$ cat config.mk
export PLATFORM = sky130hd
export DESIGN_NAME = rename_status_table
export DESIGN_NICKNAME = d
export VERILOG_FILES = /design/src/rtl/rst_pkg.sv /design/src/rtl/rst_entry.sv /design/src/rtl/rst_read_port.sv /design/src/rtl/rename_status_table.sv
export SDC_FILE = /design/constraint.sdc
export NUM_CORES = 2
export LEC_CHECK = 0
export BUFFER_PORTS_ARGS = -buffer_cell sky130_fd_sc_hd__buf_2
export CAP_MARGIN = 20
export CORE_MARGIN = 2
export CORE_UTILIZATION = 39
export DETAILED_ROUTE_END_ITERATION = 16
export PLACE_DENSITY = 0.64
export SETUP_SLACK_MARGIN = 0.4
export SLEW_MARGIN = 20
export SYNTH_ARGS = -nofsm -noshare
export SYNTH_HDL_FRONTEND = slang
export SYNTH_SLANG_ARGS = --single-unit
$ cat constraint.sdc
create_clock -name clk -period 3.1 [get_ports clk]
set_input_delay 0.31 -clock clk [delete_from_list [all_inputs] [get_ports clk]]
set_output_delay 0.31 -clock clk [all_outputs]
set_load 0.1 [all_outputs]
$ cat src/rtl/rst_pkg.sv
package rst_pkg;

   // How a source operand is produced on a read port
   typedef enum logic [1:0] {
      SRC_STORED = 2'd0,
      SRC_FORWARD = 2'd1,
      SRC_WAIT = 2'd2
   } src_kind_e;

   localparam int DEF_NREGS = 16;
   localparam int DEF_DW = 32;
   localparam int DEF_TW = 4;

endpackage

$ cat src/rtl/rst_entry.sv
module rst_entry #(
   parameter int DW = 32,
   parameter int TW = 4
) (
   input  logic          clk,
   input  logic          rst_n,
   input  logic          dst_hit,
   input  logic [TW-1:0] dst_tag,
   input  logic          bc_valid,
   input  logic [TW-1:0] bc_tag,
   input  logic [DW-1:0] bc_data,
   output logic          pend_o,
   output logic [TW-1:0] tag_o,
   output logic [DW-1:0] val_o
);

   logic          pend_q;
   logic [TW-1:0] tag_q;
   logic [DW-1:0] val_q;
   logic          snoop_hit;

   assign snoop_hit = bc_valid && pend_q && (tag_q == bc_tag);

   always_ff @(posedge clk) begin
      if (!rst_n) begin
         pend_q <= 1'b0;
         tag_q  <= '0;
         val_q  <= '0;
      end else begin
         if (snoop_hit) begin
            val_q  <= bc_data;
            pend_q <= 1'b0;
         end
         // a fresh issue overrides a same-cycle clear
         if (dst_hit) begin
            pend_q <= 1'b1;
            tag_q  <= dst_tag;
         end
      end
   end

   assign pend_o = pend_q;
   assign tag_o  = tag_q;
   assign val_o  = val_q;

endmodule

$ cat src/rtl/rst_read_port.sv
module rst_read_port
   import rst_pkg::*;
#(
   parameter int NREGS = 16,
   parameter int DW = 32,
   parameter int TW = 4,
   parameter int AW = 4,
   parameter bit BYPASS = 1'b1
) (
   input  logic [AW-1:0]             idx,
   input  logic [NREGS-1:0]          pend_vec,
   input  logic [NREGS-1:0][TW-1:0]  tag_arr,
   input  logic [NREGS-1:0][DW-1:0]  val_arr,
   input  logic                      bc_valid,
   input  logic [TW-1:0]             bc_tag,
   input  logic [DW-1:0]             bc_data,
   output logic                      ready,
   output logic [DW-1:0]             value,
   output logic [TW-1:0]             tag
);

   logic          in_range;
   logic          sel_pend;
   logic [TW-1:0] sel_tag;
   logic [DW-1:0] sel_val;
   logic          fwd_hit;
   src_kind_e     kind;

   assign in_range = (32'(idx) < NREGS);

   always_comb begin
      sel_pend = 1'b0;
      sel_tag  = '0;
      sel_val  = '0;
      if (in_range) begin
         sel_pend = pend_vec[idx];
         sel_tag  = tag_arr[idx];
         sel_val  = val_arr[idx];
      end
   end

   generate
      if (BYPASS) begin : g_fwd
         assign fwd_hit = bc_valid && (bc_tag == sel_tag);
      end else begin : g_nofwd
         assign fwd_hit = 1'b0;
      end
   endgenerate

   always_comb begin
      if (!sel_pend)    kind = SRC_STORED;
      else if (fwd_hit) kind = SRC_FORWARD;
      else              kind = SRC_WAIT;
   end

   always_comb begin
      ready = 1'b1;
      value = sel_val;
      tag   = sel_tag;
      unique case (kind)
         SRC_STORED:  value = sel_val;
         SRC_FORWARD: value = bc_data;
         default: begin
            ready = 1'b0;
            value = '0;
         end
      endcase
   end

endmodule

$ cat src/rtl/rename_status_table.sv
module rename_status_table
   import rst_pkg::*;
#(
   parameter int NREGS = DEF_NREGS,
   parameter int DW = DEF_DW,
   parameter int TW = DEF_TW,
   parameter bit BYPASS = 1'b1,
   localparam int AW = (NREGS > 1) ? $clog2(NREGS) : 1
) (
   input  logic          clk,
   input  logic          rst_n,
   input  logic [AW-1:0] src_a_idx,
   output logic          src_a_ready,
   output logic [DW-1:0] src_a_value,
   output logic [TW-1:0] src_a_tag,
   input  logic [AW-1:0] src_b_idx,
   output logic          src_b_ready,
   output logic [DW-1:0] src_b_value,
   output logic [TW-1:0] src_b_tag,
   input  logic          dst_we,
   input  logic [AW-1:0] dst_idx,
   input  logic [TW-1:0] dst_tag,
   input  logic          bc_valid,
   input  logic [TW-1:0] bc_tag,
   input  logic [DW-1:0] bc_data
);

   generate
      if (NREGS < 2) begin : g_bad_nregs
         $error("rename_status_table: NREGS must be at least 2");
      end
      if (DW < 1) begin : g_bad_dw
         $error("rename_status_table: DW must be positive");
      end
      if (TW < 1 || TW > 16) begin : g_bad_tw
         $error("rename_status_table: TW must be in 1..16");
      end
   endgenerate

   logic [NREGS-1:0]         pend_vec;
   logic [NREGS-1:0][TW-1:0] tag_arr;
   logic [NREGS-1:0][DW-1:0] val_arr;

   generate
      for (genvar i = 0; i < NREGS; i++) begin : g_ent
         localparam logic [AW-1:0] MY_IDX = AW'(i);
         logic hit;
         assign hit = dst_we && (dst_idx == MY_IDX);
         rst_entry #(.DW(DW), .TW(TW)) ent_i (
            .clk      (clk),
            .rst_n    (rst_n),
            .dst_hit  (hit),
            .dst_tag  (dst_tag),
            .bc_valid (bc_valid),
            .bc_tag   (bc_tag),
            .bc_data  (bc_data),
            .pend_o   (pend_vec[i]),
            .tag_o    (tag_arr[i]),
            .val_o    (val_arr[i])
         );
      end
   endgenerate

   rst_read_port #(.NREGS(NREGS), .DW(DW), .TW(TW), .AW(AW), .BYPASS(BYPASS)) rd_a_i (
      .idx      (src_a_idx),
      .pend_vec (pend_vec),
      .tag_arr  (tag_arr),
      .val_arr  (val_arr),
      .bc_valid (bc_valid),
      .bc_tag   (bc_tag),
      .bc_data  (bc_data),
      .ready    (src_a_ready),
      .value    (src_a_value),
      .tag      (src_a_tag)
   );

   rst_read_port #(.NREGS(NREGS), .DW(DW), .TW(TW), .AW(AW), .BYPASS(BYPASS)) rd_b_i (
      .idx      (src_b_idx),
      .pend_vec (pend_vec),
      .tag_arr  (tag_arr),
      .val_arr  (val_arr),
      .bc_valid (bc_valid),
      .bc_tag   (bc_tag),
      .bc_data  (bc_data),
      .ready    (src_b_ready),
      .value    (src_b_value),
      .tag      (src_b_tag)
   );

endmodule

# Yosys cells after proc, flatten, opt, wreduce, memory -nomap -nowiden
# Cells that the tools add are included.
# word_totals
mem_bits_ro	0
n_memories	0
ff_bits	592
output_inout_bits	74
input_bits	56
latch_bits	0
ram_bits	0
# classes
n_addsub	0
shifts	0
order_cmp	2
bitwise	0
multipliers	0
n_reduce_logical	71
muxes	52
n_eq_ne	35
div_mod_pow	0
# ops
operator	n
32-bit binary-select mux with 4-bit select	2
32-bit case mux with 2 select lines	2
4-bit equality test	18
32-bit 2-to-1 mux	2
1-bit logical AND	50
1-bit 2-to-1 mux	36
4-bit binary-select mux with 4-bit select	2
4-bit equality test, second input constant	8
2-bit nonzero test	16
4-bit by 3-bit equality test with 1-bit output, second input constant	4
4-bit by 5-bit less-than comparator with 1-bit output, second input constant	2
1-bit binary-select mux with 4-bit select	2
4-bit by 2-bit equality test with 1-bit output, second input constant	2
2-bit 2-to-1 mux	4
4-bit 2-to-1 mux	2
2-bit by 1-bit equality test with 1-bit output, second input constant	2
4-bit by 1-bit equality test with 1-bit output, second input constant	1
2-bit zero test	2
4-bit zero test	1
2-bit OR reduction	2

# Logic depth before layout (Yosys ltp)
# depth
depth_word	9
depth_mapped	10
ltp_nobuf	6

# Modules after synthesis
# A second synthesis with hierarchy kept.
# hier_totals
hier_cells	3357
area_unflattened_um2	34886.0
# modules_own_cells
module	area_each_um2	cells_per_inst	instances	seq_area_each_um2
rst_entry	1507.7	162	16	740.7
rst_read_port	5322.6	371	2	0.0
rename_status_table	117.6	23	1	0.0

# Worst setup path before layout
# Ideal clock, no wire load.
# synth_path
path_type	in2out
start	input port src_b_idx[3]
end	output port src_b_value[26]
arrival_ns	5.717
required_time_ns	2.790
slack_ns	-2.927
stages	9
cell_sequence	clkbuf_1 > buf_4 > mux4_2 > mux2i_1 > mux2i_1 > xnor2_1 > o31ai_1 > clkbuf_1 > o32ai_1
# synth_between
elab_chain_len	8
elab_cells_between_ends	13
# synth_lines
item	line_no	source
start: declaration	rename_status_table.sv:16	input logic [AW-1:0] src_b_idx,
4-bit binary-select mux with 4-bit select *	rst_read_port.sv:37	sel_tag = tag_arr[idx];
4-bit 2-to-1 mux (implied by the code) *	rst_read_port.sv:37	
via src_b_tag[1]	rename_status_table.sv:19	output logic [TW-1:0] src_b_tag,
4-bit equality test *	rst_read_port.sv:44	assign fwd_hit = bc_valid && (bc_tag == sel_tag);
1-bit logical AND *	rst_read_port.sv:44	
2-bit 2-to-1 mux *	rst_read_port.sv:52	else if (fwd_hit) kind = SRC_FORWARD;
2-bit 2-to-1 mux *	rst_read_port.sv:51	if (!sel_pend) kind = SRC_STORED;
2-bit by 1-bit equality test with 1-bit output / 2-bit zero test (equally long branches)	rst_read_port.sv:60	unique case (kind)
32-bit case mux with 2 select lines *	rst_read_port.sv:60	
end: declaration	rename_status_table.sv:18	output logic [DW-1:0] src_b_value,
# The timed path passes the listed nets; every way through them passes the cells marked *. The select of a mux whose other input is x is not followed.

# Worst setup path after layout
# layout_path
start	register g_ent[5].ent_i.tag_q[3]
end	output port src_a_value[12]
# layout_between
elab_chain_len	8
elab_cells_between_ends	9
# layout_lines
item	line_no	source
start: declaration	rst_entry.sv:18	logic [TW-1:0] tag_q;
start signal: assignment	rst_entry.sv:37	tag_q <= dst_tag;
4-bit binary-select mux with 4-bit select *	rst_read_port.sv:37	
4-bit 2-to-1 mux (implied by the code) *	rst_read_port.sv:37	
4-bit equality test *	rst_read_port.sv:44	
1-bit logical AND *	rst_read_port.sv:44	
2-bit 2-to-1 mux *	rst_read_port.sv:52	
2-bit 2-to-1 mux *	rst_read_port.sv:51	
2-bit by 1-bit equality test with 1-bit output / 2-bit zero test (equally long branches)	rst_read_port.sv:60	
32-bit case mux with 2 select lines *	rst_read_port.sv:60	
end: declaration	rename_status_table.sv:14	output logic [DW-1:0] src_a_value,
# Every way passes the cells marked *; elsewhere a longest branch is shown, timed or not. The select of a mux whose other input is x is not followed.

==> results.ini <==
[global_routing]
grt_pass1_wl_mm = 155
grt_use_total_pct = 23.3
antenna_found_initial = 4
met1_usage_pct = 30.8
grt_max_degree = 165
grt_use_met3_pct = 2.71
busiest_layer = met2
grtUsageMet2_pct = 39.6
grt.overflow.total = 0
first_global_vias = 24500

[cts]
insertion_delay_ns = 0.62
holdBufCountCts = 0
cts_buffers = 66
clock-sinks = 592
h-tree-depth = 3
cts_tree = yes
path_clk_slew_ns = 0.05
clk_path_buf_depth = 3
cts_root_buf = clkbuf_16

[drt]
ant_nets = 0
drc_errors = 0
wl_per_cell_um = 25.0
vias = 23400
dr.pass1.iters = 4
drtIter0Drc = 1740
drt_wl_total_mm = 103
vias_per_cell = 5.69

[sta]
slew_headroom_pct = 31.9
period_needed_ns = 3.68
report.final.slew_viol_count = 0
whs_ns = 0.150
hold_violations = 0
max_clock_freq_ghz = 0.272
setup_slack_ns = -0.579
grt_setup_unrepaired = yes
setup-tns-final_ns = -34.20
tightest_slew_ns = 1.02
clock_skew_ns = 0.0176
setup_viol = 66
timing.final.crit_share_pct = 119

[final_layout]
fin_cells = 4108
seq_area_mm2 = 0.0119
drive_above_1_share_pct = 29.5
utilization_pct = 47.8
fillers = 7427
area_growth_pct = 21.7
fin_nets = 2971
multi_input_area_mm2 = 0.0210
post-route-cell-area_mm2 = 0.0406

[setup_path]
worstReg2RegStart = g_ent[13].ent_i.tag_o[1]$_SDFFE_PN0P_
critical_path_class = flip-flop to output pin
critPathLaunchType = flip-flop
critPathArrivalTime_ns = 3.37
required_ns = 2.79
ff2ff_setup_slack_ns = 0.76
crit_start = g_ent[5].ent_i.tag_o[3]$_SDFFE_PN0P_
critPathMaxFanout = 7
cp-end-kind = output pin

[synth]
async_reset_ff_share_pct = 0
ys_ff_latch = 592
synth_common_cells = mux2i_1, dfxtp_1, nor2b_1
avgSynthCellArea_um2 = 11.7
synth_compound_area_share_pct = 2.97
synth_xor_xnor_area_share_pct = 1.58
synth_top_area_cell = dfxtp_1
ys.flop_type = dfxtp_1
yosysSeqAreaShare_pct = 35.5
syn_nets = 2901
muxShareOfSynthArea_pct = 42.1
synth.most_common_cell = mux2i_1
synth_edf_count = 0
ys_types = 46
synth_top_area_share_pct = 35.5
synth.cell_area_mm2 = 0.0334
synth_simple_gate_area_share_pct = 13.2
yosysWarningCount = 0
synthAdderAreaFrac_pct = 0
syn_inst = 2845
synth_top_family_by_area = multiplexers
synthTopCellsByArea = dfxtp_1, mux4_2, mux2i_1, nor2b_1, clkbuf_1

[placed_design]
place.gp.congestion = 0.896
io_buffers = 129
place_area_mm2 = 0.0380
dp_hpwl_mm = 64.5
dp_slack_ns = -0.207
dp.cells = 3970

[pwr]
powerDensity_mw_per_mm2 = 424
total_power_mw = 17.2
leakagePower_nw = 17.1
vdd_drop_max_v = 0.000346

[min_path]
hp-start = dst_tag[1]
hold_path.class = input port to flip-flop

[floorplan]
core_area_mm2 = 0.0850
dieArea_mm2 = 0.0879
ioPinCount = 130
dieWidth_um = 296
fp-row-count = 107
start_util_pct = 39.2
die-height_um = 296

[status]
violations = setup timing
run_status = complete, but fails checks

[flow_run]
cap_violations = 0

## layout make-up
type | count | area share (%)
well taps | 1144 | 3.53
inverters | 65 | 0.604
flip-flops and latches | 592 | 29.3
repair buffers | 312 | 9.61
clock inverters | 24 | 0.663
multi-input cells | 1878 | 51.6
diodes | 1 | 0.00616
clock buffers | 92 | 4.73
## cell usage in the layout, fill, tap and decap left out, types with 4 or more instances in the layout
cell and count:
buf_6 19, inv_1 55, mux2i_1 600, o31ai_4 6
nor2b_1 587, clkinv_1 6, buf_2 47, clkbuf_1 11
nor3_1 14, clkinv_2 13, dfxtp_1 576, nand3_1 9
nand2_1 82, a21boi_0 11, buf_4 117, nor2_1 13
o22ai_1 4, nand4_1 14, o22ai_4 32, clkbuf_16 68
xor2_1 41, a21oi_1 10, bufinv_16 4, buf_8 4
nand3b_1 5, mux4_2 352, o32ai_4 27, clkbuf_8 13
a22oi_1 6, dfxtp_2 14, nand2b_1 8, xnor2_1 16
buf_12 121
## power by group
group	switching (mW)	leakage [nW]	internal, mW
registers	0.0198	4.78	7.63
clock network	3.32	1.08	4.68
logic	0.937	11.2	0.634
## critical path, cell delays in order (launching register included)
cell     delay, ns
dfxtp_4       0.35
mux4_2        0.45
mux4_2        0.51
xor2_1        0.18
or4_4         0.56
buf_12        0.18
buf_12        0.17
o22ai_4       0.14
buf_12        0.20
## registers in the layout, summed over array words and instances, names as in the netlist
name,cells
g_ent.ent_i.pend_o,16
g_ent.ent_i.val_o,512
g_ent.ent_i.tag_o,64
## final timing paths
| kind | to | cells past startpoint |
|---|---|---|
| min reg2reg | g_ent[12].ent_i.pend_o$_SDFFE_PN0P_ | 2 |
| max | src_a_value[12] | 8 |
| min | g_ent[0].ent_i.tag_o[1]$_SDFFE_PN0P_ | 3 |
| max reg2reg | g_ent[13].ent_i.val_o[7]$_SDFFE_PN0P_ | 7 |
## timing repair
action,in CTS,in global routing
cloned,2,0
hold endpoints to repair,0,0
buffers inserted,6,13
setup endpoints to repair,71,68
pin swaps,6,3
resized for setup,40,25
## kinds of logic after synthesis
kind of cell           count (synthesis)
AND/OR/NAND/NOR                      746
flip-flops                           592
buffers and inverters                375
AO/OA/AOI/OAI                        112
XOR/XNOR                              60
multiplexers                         960
## per-layer routing
metal  routed length, um  up-vias  share of wire [%]
met5                  11        -              0.011
met4                2980        2                2.9
met3                4840      181                4.7
met2               50800      661                 50
met1               43900    12100                 43
li1                    -    10500                  -
(Power assumes the default switching activity.)
